### src/rtl/rxw_pkg.sv
package rxw_pkg;

  typedef enum logic [3:0] {
    S_IDLE, S_DATA, S_DROP, S_PAD, S_EVAL, S_CRC, S_CTL, S_HDR, S_FIN
  } rxw_state_e;

  localparam logic [31:0] CRC_POLY = 32'hEDB88320;

  // one byte through the reflected CRC-32, LSB first
  function automatic logic [31:0] crc_byte(logic [31:0] c, logic [7:0] d);
    logic [31:0] r;
    r = c ^ {24'h0, d};
    for (int i = 0; i < 8; i++) begin
      r = r[0] ? ((r >> 1) ^ CRC_POLY) : (r >> 1);
    end
    return r;
  endfunction

endpackage

### src/rtl/rxw_ctrl_decode.sv
module rxw_ctrl_decode #(
  parameter int unsigned SRST_BIT  = 15,
  parameter int unsigned STRIP_BIT = 9,
  parameter int unsigned EN_BIT    = 8
) (
  input  logic [15:0] ctrl_i,
  output logic        accept_o,
  output logic        keep_crc_o
);
  logic [15:0] unused_bits;

  assign accept_o    = ctrl_i[EN_BIT] & ~ctrl_i[SRST_BIT];
  assign keep_crc_o  = ~ctrl_i[STRIP_BIT];
  assign unused_bits = ctrl_i;
endmodule

### src/rtl/rxw_crc32.sv
module rxw_crc32 (
  input  logic        clk_i,
  input  logic        rst_ni,
  input  logic        clr_i,
  input  logic        en_i,
  input  logic [7:0]  data_i,
  output logic [31:0] crc_o
);
  import rxw_pkg::*;

  logic [31:0] crc_q;

  always_ff @(posedge clk_i or negedge rst_ni) begin
    if (!rst_ni)      crc_q <= '1;
    else if (clr_i)   crc_q <= '1;
    else if (en_i)    crc_q <= crc_byte(crc_q, data_i);
  end

  assign crc_o = ~crc_q;

  // reseed to all ones means a complemented result of zero
  a_r5_crc_seed: assert property (@(posedge clk_i) disable iff (!rst_ni)
    clr_i |=> (crc_o == 32'h0));
endmodule

### src/rtl/rxw_status_gen.sv
module rxw_status_gen #(
  parameter int unsigned CW         = 13,
  parameter int unsigned PAGE_BYTES = 2048,
  parameter int unsigned LONG_LIMIT = 1518
) (
  input  logic [CW-1:0] len_i,
  input  logic          keep_crc_i,
  output logic [15:0]   status_o,
  output logic [15:0]   size_o,
  output logic [CW-1:0] even_o,
  output logic          odd_o,
  output logic          fits_o
);
  localparam int unsigned ODD_BIT  = 12;
  localparam int unsigned LONG_BIT = 11;
  localparam int unsigned BASE_OVH = 6;
  localparam int unsigned CRC_OVH  = 4;

  logic [CW:0] size_full;

  assign odd_o     = len_i[0];
  assign even_o    = {len_i[CW-1:1], 1'b0};
  assign size_full = {1'b0, even_o} + (CW+1)'(BASE_OVH)
                   + (keep_crc_i ? (CW+1)'(CRC_OVH) : '0);
  assign size_o    = 16'(size_full);
  assign fits_o    = size_full <= (CW+1)'(PAGE_BYTES);

  always_comb begin
    status_o = '0;
    status_o[ODD_BIT]  = odd_o;
    status_o[LONG_BIT] = len_i > CW'(LONG_LIMIT);
  end
endmodule

### src/rtl/rx_frame_writer.sv
module rx_frame_writer #(
  parameter int unsigned PAGE_BYTES = 2048,
  parameter int unsigned PAGES      = 4,
  parameter int unsigned MIN_FRAME  = 64,
  parameter int unsigned LONG_LIMIT = 1518,
  localparam int unsigned AW = $clog2(PAGE_BYTES),
  localparam int unsigned PW = (PAGES > 1) ? $clog2(PAGES) : 1
) (
  input  logic          clk_i,
  input  logic          rst_ni,
  input  logic [15:0]   rx_ctrl_i,
  input  logic [7:0]    rx_data_i,
  input  logic          rx_valid_i,
  input  logic          rx_last_i,
  output logic          rx_ready_o,
  output logic          alloc_req_o,
  input  logic          alloc_gnt_i,
  input  logic [PW-1:0] alloc_page_i,
  output logic          wr_en_o,
  output logic [PW-1:0] wr_page_o,
  output logic [AW-1:0] wr_addr_o,
  output logic [7:0]    wr_data_o,
  output logic          rxq_push_o,
  output logic [PW-1:0] rxq_page_o,
  output logic          release_o,
  output logic [PW-1:0] release_page_o,
  output logic          rx_irq_o
);
  import rxw_pkg::*;

  localparam int unsigned CW       = AW + 2;
  localparam int unsigned HDR_B    = 4;
  localparam int unsigned CRC_B    = 4;
  localparam logic [7:0]  ODD_MARK = 8'h20;

  rxw_state_e    st_q, st_d;
  logic [PW-1:0] page_q;
  logic [CW-1:0] cnt_q, cnt_inc;
  logic          keep_crc_q;
  logic [7:0]    odd_q;
  logic [1:0]    sub_q;

  logic          accept_w, keep_crc_w;
  logic          take, beat, held, in_page;
  logic [CW:0]   dptr, tbase;
  logic [AW-1:0] crc_addr, ctl_addr;
  logic [15:0]   status_w, size_w;
  logic [CW-1:0] even_w;
  logic          odd_w, fits_w;
  logic          crc_clr, crc_en;
  logic [7:0]    crc_din;
  logic [31:0]   crc_w;
  logic          unused_hi;

  rxw_ctrl_decode i_dec (
    .ctrl_i    (rx_ctrl_i),
    .accept_o  (accept_w),
    .keep_crc_o(keep_crc_w)
  );

  rxw_status_gen #(
    .CW(CW), .PAGE_BYTES(PAGE_BYTES), .LONG_LIMIT(LONG_LIMIT)
  ) i_stat (
    .len_i     (cnt_q),
    .keep_crc_i(keep_crc_q),
    .status_o  (status_w),
    .size_o    (size_w),
    .even_o    (even_w),
    .odd_o     (odd_w),
    .fits_o    (fits_w)
  );

  rxw_crc32 i_crc (
    .clk_i (clk_i),
    .rst_ni(rst_ni),
    .clr_i (crc_clr),
    .en_i  (crc_en),
    .data_i(crc_din),
    .crc_o (crc_w)
  );

  assign take    = (st_q == S_IDLE) && rx_valid_i && accept_w && alloc_gnt_i;
  assign beat    = take || ((st_q == S_DATA) && rx_valid_i);
  assign cnt_inc = (cnt_q == '1) ? cnt_q : cnt_q + CW'(1);
  // odd final byte of a frame already at minimum length is held for the trailer
  assign held    = rx_last_i && !cnt_q[0] && (cnt_q >= CW'(MIN_FRAME));
  assign dptr    = {1'b0, cnt_q} + (CW+1)'(HDR_B);
  assign in_page = dptr < (CW+1)'(PAGE_BYTES);
  assign tbase   = {1'b0, even_w} + (CW+1)'(HDR_B);
  assign crc_addr = tbase[AW-1:0] + AW'(sub_q);
  assign ctl_addr = tbase[AW-1:0] + (keep_crc_q ? AW'(CRC_B) : '0) + AW'(sub_q);
  assign unused_hi = ^tbase[CW:AW];

  assign crc_clr = (st_q == S_FIN) || ((st_q == S_IDLE) && !take)
                || ((st_q == S_EVAL) && !fits_w);

  assign wr_page_o      = (st_q == S_IDLE) ? alloc_page_i : page_q;
  assign rxq_page_o     = page_q;
  assign release_page_o = page_q;

  always_comb begin
    st_d        = st_q;
    rx_ready_o  = 1'b0;
    alloc_req_o = 1'b0;
    wr_en_o     = 1'b0;
    wr_addr_o   = dptr[AW-1:0];
    wr_data_o   = rx_data_i;
    crc_en      = 1'b0;
    crc_din     = rx_data_i;
    rxq_push_o  = 1'b0;
    release_o   = 1'b0;
    rx_irq_o    = 1'b0;
    unique case (st_q)
      S_IDLE, S_DATA: begin
        rx_ready_o  = 1'b1;
        alloc_req_o = (st_q == S_IDLE) && rx_valid_i && accept_w;
        if (beat) begin
          wr_en_o = !held && in_page;
          crc_en  = 1'b1;
          if (rx_last_i)
            st_d = (cnt_inc < CW'(MIN_FRAME)) ? S_PAD : S_EVAL;
          else
            st_d = S_DATA;
        end else if ((st_q == S_IDLE) && rx_valid_i && !rx_last_i) begin
          st_d = S_DROP;
        end
      end
      S_DROP: begin
        rx_ready_o = 1'b1;
        if (rx_valid_i && rx_last_i) st_d = S_IDLE;
      end
      S_PAD: begin
        wr_en_o   = 1'b1;
        wr_data_o = 8'h00;
        crc_en    = 1'b1;
        crc_din   = 8'h00;
        if (cnt_q == CW'(MIN_FRAME - 1)) st_d = S_EVAL;
      end
      S_EVAL: begin
        if (!fits_w) begin
          release_o = 1'b1;
          st_d      = S_IDLE;
        end else begin
          st_d = keep_crc_q ? S_CRC : S_CTL;
        end
      end
      S_CRC: begin
        wr_en_o   = 1'b1;
        wr_addr_o = crc_addr;
        wr_data_o = crc_w[8*sub_q +: 8];
        if (sub_q == 2'd3) st_d = S_CTL;
      end
      S_CTL: begin
        wr_en_o   = 1'b1;
        wr_addr_o = ctl_addr;
        wr_data_o = (sub_q == 2'd0) ? odd_q : (odd_w ? ODD_MARK : 8'h00);
        if (sub_q == 2'd1) st_d = S_HDR;
      end
      S_HDR: begin
        wr_en_o   = 1'b1;
        wr_addr_o = AW'(sub_q);
        unique case (sub_q)
          2'd0:    wr_data_o = status_w[7:0];
          2'd1:    wr_data_o = status_w[15:8];
          2'd2:    wr_data_o = size_w[7:0];
          default: wr_data_o = size_w[15:8];
        endcase
        if (sub_q == 2'd3) st_d = S_FIN;
      end
      S_FIN: begin
        rxq_push_o = 1'b1;
        rx_irq_o   = 1'b1;
        st_d       = S_IDLE;
      end
      default: st_d = S_IDLE;
    endcase
  end

  always_ff @(posedge clk_i or negedge rst_ni) begin
    if (!rst_ni) begin
      st_q       <= S_IDLE;
      page_q     <= '0;
      cnt_q      <= '0;
      keep_crc_q <= 1'b0;
      odd_q      <= '0;
      sub_q      <= '0;
    end else begin
      st_q  <= st_d;
      sub_q <= (st_d != st_q) ? 2'd0 : sub_q + 2'd1;
      if (take) begin
        page_q     <= alloc_page_i;
        keep_crc_q <= keep_crc_w;
      end
      if (beat && rx_last_i) odd_q <= held ? rx_data_i : 8'h00;
      if ((st_q == S_FIN) || ((st_q == S_EVAL) && !fits_w)) cnt_q <= '0;
      else if (beat || (st_q == S_PAD))                     cnt_q <= cnt_inc;
    end
  end

  // consecutive data writes use one page and step the offset by one
  a_r3_page_steady: assert property (@(posedge clk_i) disable iff (!rst_ni)
    (wr_en_o && $past(wr_en_o)) |-> (wr_page_o == $past(wr_page_o)));
  a_r3_addr_step: assert property (@(posedge clk_i) disable iff (!rst_ni)
    ((st_q == S_DATA) && wr_en_o && $past(wr_en_o)
     && (($past(st_q) == S_DATA) || ($past(st_q) == S_IDLE)))
    |-> (wr_addr_o == $past(wr_addr_o) + AW'(1)));
  // a refused frame drains silently
  a_r1_drop_quiet: assert property (@(posedge clk_i) disable iff (!rst_ni)
    (st_q == S_DROP) |-> (!wr_en_o && !alloc_req_o && !rxq_push_o));
  // header size field is even and covers at least the padded minimum
  a_r8_size_sane: assert property (@(posedge clk_i) disable iff (!rst_ni)
    (st_q == S_HDR) |-> (!size_w[0] && (size_w >= 16'(MIN_FRAME + 6))));
  // push follows the last header byte
  a_r10_push_after_hdr: assert property (@(posedge clk_i) disable iff (!rst_ni)
    rxq_push_o |-> ($past(wr_en_o) && ($past(wr_addr_o) == AW'(HDR_B - 1))));
  // release is a single pulse
  a_r9_release_pulse: assert property (@(posedge clk_i) disable iff (!rst_ni)
    release_o |=> !release_o);
endmodule

### config.mk
export PLATFORM = sky130hd
export DESIGN_NAME = rx_frame_writer
export DESIGN_NICKNAME = d
export VERILOG_FILES = /design/src/rtl/rxw_pkg.sv /design/src/rtl/rxw_ctrl_decode.sv /design/src/rtl/rxw_crc32.sv /design/src/rtl/rxw_status_gen.sv /design/src/rtl/rx_frame_writer.sv
export SDC_FILE = /design/constraint.sdc
export NUM_CORES = 1
export LEC_CHECK = 0
export CAP_MARGIN = 25
export CORE_MARGIN = 2
export CORE_UTILIZATION = 47
export CTS_CLUSTER_DIAMETER = 30
export DETAILED_ROUTE_END_ITERATION = 7
export DONT_BUFFER_PORTS = 1
export GPL_ROUTABILITY_DRIVEN = 0
export PLACE_DENSITY = 0.7
export SKIP_CTS_REPAIR_TIMING = 1
export SYNTH_ARGS = -nofsm -noshare
export SYNTH_HDL_FRONTEND = slang
export SYNTH_HIERARCHICAL = 1
export SYNTH_SLANG_ARGS = --single-unit
### constraint.sdc
create_clock -name clk_i -period 4.2 [get_ports clk_i]
set_clock_uncertainty 0.2 [all_clocks]
set_input_delay 0.21 -clock clk_i [delete_from_list [all_inputs] [get_ports clk_i]]
set_output_delay 0.21 -clock clk_i [all_outputs]
set_load 0.005 [all_outputs]
==> results of run 1 <==
## path summary, 6_finish.rpt
| kind | from | endpoint | slack, ns | cells after the start |
|---|---|---|---|---|
| setup / recovery | keep_crc_q | sub_q[0] | 0.24 | 16 |
| hold / removal | alloc_gnt_i | keep_crc_q | 0.009 | 2 |
| setup reg to reg | keep_crc_q | sub_q[0] | 0.24 | 16 |
| hold reg to reg | odd_q[6] | odd_q[6] | 0.31 | 1 |
| max in group asynchronous | rst_ni | i_crc/crc_q[22] | 3.24 | 2 |
| min in group asynchronous | rst_ni | odd_q[2] | 0.24 | 2 |
## metal layers
| metal | up-vias | routed length [µm] | GRT usage |
|---|---|---|---|
| li1 | 2442 | - | - |
| met1 | 2580 | 7500 | 0.316 |
| met2 | 204 | 8100 | 0.381 |
| met3 | 43 | 875 | 0.0406 |
| met4 | 0 | 357 | 0.0807 |
| met5 | - | 0 | 0 |
## stage by stage
stage / power (µW) / utilization / std cells / area (µm²) / setup slack, ns
final: 1590 / 0.513 / 869 / 6800 / 0.244
after CTS: 1580 / 0.502 / 856 / 6650 / 0.223
after global placement: 786 / 0.478 / 840 / 6330 / 0.380
after floorplan: 774 / - / 714 / 6420 / 0.632
after detailed placement: 788 / 0.478 / 840 / 6330 / 0.249
after global routing: 1640 / 0.513 / 869 / 6800 / 0.00523
## power breakdown
group / switching (µW) / leakage [µW] / internal, µW / total, µW
Clock: 293 / 0.000153 / 495 / 787
Combinational: 93.2 / 0.00217 / 113 / 206
Sequential: 0 / 0.000743 / 599 / 599
Total: 386 / 0.00307 / 1210 / 1590
## registers in the layout, summed over array words and instances, names as in the netlist
signal and cells:
cnt_q 13, st_q 4, release_page_o 2, i_crc/crc_q 32, sub_q 2, odd_q 8, keep_crc_q 1
## area by class of cell
class                   instances  area [µm²]
clock inverters                 4        53.8
clock buffers                  12         256
multi-input cells             525        4160
flip-flops and latches         62        1590
fillers                      1210        6450
inverters                      57         214
repair buffers                 33         298
well taps                     176         220
==> flow_summary_export.csv, run 1 <==
group,metric,value,unit
outcome,run_status,"finished, violations left",
outcome,violations,"design-rule violations",
sta,fmax,253,MHz
logic_synthesis,netlist_area,0.00635,mm²
grt,gr-total-overflow,0,
detailed_routing,antenna_left,0,
clock_network,clockRootBuffer,"clkbuf_16",
final_layout,syn2layout_area_growth,6.95,%
detailed_routing,drt_iter0_drc,555,
clock_network,ctsLongestPathBuffers,2,
final_layout,drive_above_1_share,0.169,
grt,grt_pass1_wl,26800,µm
sta,hold_viol,0,
power_and_ir_drop,ir_drop,148,µV
detailed_routing,viasPerCell,6.06,
sta,period_share,0.942,
place,port_buffers,0,
floorplanning,die_w,120,µm
place,dpl.hpwl,11900,µm
final_layout,final_cell_mix,"63 x nor2_1, 57 x inv_1, 46 x xnor2_1, 35 x nand2_1, 34 x a21oi_1",
logic_synthesis,synth-warning-count,6,
floorplanning,core_area,0.0132,mm²
sta,slew_violations,0,
grt,antenna_found_initial,0,
setup_path,cp_max_fo,6,
floorplanning,dieArea,0.0145,mm²
sta,finalSetupViolCount,0,
floorplanning,io_pins,62,
clock_network,clock_sinks,62,
hold_path,hold_path_class,"input port to flip-flop",
clock_network,cts.reportedPaths.clkPinSlew,0.06,ns
setup_path,crit_type,"flip-flop to flip-flop",
setup_path,cp.arrival,3.99,ns
logic_synthesis,avgSynthCellArea,9.12,µm²
logic_synthesis,netlist_instances,697,
setup_path,start_kind,"flip-flop",
detailed_routing,vias,5269,
sta,slew-limit-headroom,0.474,
power_and_ir_drop,powerDensity,234,mW/mm²
clock_network,numCtsBuffers,9,
setup_path,crit_family,"compound AO/OA/AOI/OAI gates",
grt,grt_pass1_vias,5172,
power_and_ir_drop,p_leak,0.00307,µW
setup_path,end_kind,"flip-flop",
setup_path,cp_slowest_cell,"fa_1",
floorplanning,num_rows,42,
sta,min_period,3.96,ns
grt,grt_max_degree,63,
detailed_routing,dr.pass1.iters,8,
run,maxCapViolCount,0,
sta,hold_slack,0.00945,ns
sta,tns,0,ns
setup_path,cpMostUsedCell,"nand2_1",
final_layout,antennaDiodeCount,0,
floorplanning,die_h,120,µm
setup_path,cp.required,4.23,ns
setup_path,max_stage_delay,0.49,ns
final_layout,layout_commonest_cell,"nor2_1",
clock_network,cts_tree,"built",
setup_path,path_buf_inv,2,
final_layout,fin_nets,737,
grt,grt_use_total,0.234,
sta,rsz0062_at_grt,"false",
sta,tightest_slew,0.790,ns
clock_network,cts_max_level,3,
setup_path,crit_chain,"inv_1 -> ha_1 -> inv_1 -> ha_1 -> fa_1 -> nand2_1 -> a211oi_2 -> o2111a_1 -> o2111ai_1 -> a21boi_2 -> nand2_1 -> o21ai_1 -> a311oi_1 -> xor2_1 -> nand2_1 -> a2111oi_2",
clock_network,clk_latency,0.34,ns
detailed_routing,wl_per_cell,19.4,µm
detailed_routing,drc_errors,1,
floorplanning,start_util,0.480,
detailed_routing,wirelength,16800,µm
Power figures use the tool's default switching activity.
==> inputs of run 2 (changes only) <==
Settings changed: CORE_UTILIZATION 47 to 30, PLACE_DENSITY 0.7 to 0.52.
==> run 2 against run 1 <==
- the flow now finishes without violations
- critical path type unchanged
- global-route usage is 6.8 points lower
- critical path depth stayed put
- sequential share of layout area is 0.53 points lower
- final cell count is 12% higher
- largest cell class unchanged
==> flow_summary_export.csv, run 2 (synthesis results as in run 1) <==
group,metric,value,unit
final_layout,layout_commonest_cell,"nor2_1",
place,place_ws,0.319,ns
final_layout,drive_above_1_share,0.174,
floorplanning,num_rows,53,
grt,grt_use_total,0.166,
sta,min_period,3.83,ns
grt,grt_max_degree,63,
clock_network,numCtsBuffers,9,
setup_path,end_kind,"flip-flop",
setup_path,crit_type,"flip-flop to flip-flop",
final_layout,top_register,"i_crc/crc_q",
clock_network,cts.reportedPaths.clkPinSlew,0.06,ns
sta,slew-limit-headroom,0.361,
grt,grt_pass1_vias,4867,
place,port_buffers,0,
sta,fmax,261,MHz
grt,grt_pass1_wl,28400,µm
final_layout,largest_register_ffs,32,
floorplanning,start_util,0.304,
grt,antenna_found_initial,0,
sta,hold_viol,0,
floorplanning,io_pins,62,
floorplanning,core_area,0.0209,mm²
detailed_routing,drc_errors,0,
final_layout,syn2layout_area_growth,9.41,%
final_layout,final_cell_mix,"62 x nor2_1, 57 x inv_1, 46 x xnor2_1, 35 x nand2_1, 34 x a21oi_1",
power_and_ir_drop,p_leak,0.00309,µW
detailed_routing,dr.pass1.iters,6,
setup_path,start_kind,"flip-flop",
sta,period_share,0.911,
detailed_routing,antenna_left,0,
final_layout,reg_top3,"i_crc/crc_q (32), cnt_q (13), odd_q (8)",
detailed_routing,wl_per_cell,18.9,µm
setup_path,cp.arrival,3.92,ns
sta,tns,0,ns
outcome,run_status,"finished clean",
sta,rsz0062_at_grt,"false",
clock_network,clock_sinks,62,
detailed_routing,viasPerCell,5.20,
detailed_routing,vias,5053,
sta,setup_ws,0.373,ns
place,dpl.hpwl,13300,µm
power_and_ir_drop,ir_drop,159,µV
setup_path,cp_max_fo,19,
clock_network,ctsLongestPathBuffers,2,
sta,finalSetupViolCount,0,
detailed_routing,drt_iter0_drc,357,
hold_path,hold_path_class,"input port to flip-flop",
clock_network,cts_max_level,3,
final_layout,antennaDiodeCount,0,
sta,tightest_slew,0.959,ns
floorplanning,die_w,150,µm
grt,gr-total-overflow,0,
power_and_ir_drop,powerDensity,233,mW/mm²
clock_network,clk_latency,0.34,ns
clock_network,cts_tree,"built",
detailed_routing,wirelength,18400,µm
clock_network,clockRootBuffer,"clkbuf_16",
setup_path,cp.required,4.29,ns
floorplanning,die_h,150,µm
floorplanning,dieArea,0.0224,mm²
sta,slew_violations,0,
final_layout,fin_nets,741,
run,maxCapViolCount,0,
[run 2: worst max-delay path: stages (launching register included)]
cell,delay [ns]
dfrtp_1,0.34
inv_1,0.04
ha_1,0.26
inv_1,0.07
ha_1,0.22
fa_1,0.49
nand2_1,0.15
a211oi_2,0.05
o2111a_1,0.23
o2111ai_1,0.20
a21boi_1,0.16
nor4_1,0.43
nor2_2,0.13
nand2_1,0.22
buf_4,0.30
a21oi_1,0.06
a21bo_2,0.20
[run 2: final timing paths]
check | start | endpoint | slack [ns] | cells past startpoint
worst max-delay path | cnt_q[2] | i_crc/crc_q[18] | 0.37 | 16
worst max register to register | cnt_q[2] | i_crc/crc_q[18] | 0.37 | 16
max in group asynchronous | rst_ni | i_crc/crc_q[1] | 3.27 | 2
worst min register to register | odd_q[5] | odd_q[5] | 0.31 | 1
worst min-delay path | rx_valid_i | st_q[0] | 0.01 | 2
min in group asynchronous | rst_ni | odd_q[4] | 0.22 | 2
[run 2: routing by layer]
metal	GRT usage	vias up	routed length, µm
li1	-	2453	-
met5	0	-	0
met3	0.0378	19	1010
met1	0.214	2459	8170
met2	0.281	122	8900
met4	0.0410	0	280
[run 2: layout make-up]
| class | count | area (µm²) |
|---|---|---|
| Fill cell | 2175 | 13900 |
| Multi-Input combinational cell | 525 | 4160 |
| Sequential cell | 62 | 1590 |
| Tap cell | 275 | 344 |
| Timing Repair Buffer | 37 | 328 |
| Clock buffer | 10 | 229 |
| Inverter | 57 | 214 |
| Clock inverter | 6 | 85.1 |
[run 2: power by group]
part / leakage (µW) / switching, µW / internal, µW / total [µW]
Combinational: 0.00219 / 92.6 / 113 / 206
Clock: 0.000157 / 293 / 519 / 812
Sequential: 0.000743 / 0 / 599 / 599
Total: 0.00309 / 386 / 1230 / 1620
[run 2: through the flow]
stage / area [µm²] / utilization / cells / hold WS [ns] / power, µW
floorplan: 6420 / - / 714 / -0.286 / 774
global placement: 6490 / 0.311 / 943 / -0.281 / 791
detailed placement: 6490 / 0.311 / 943 / -0.281 / 791
CTS: 6800 / 0.326 / 959 / -0.654 / 1620
global route: 6950 / 0.333 / 972 / 0.0267 / 1680
finish: 6950 / 0.333 / 972 / 0.0111 / 1620
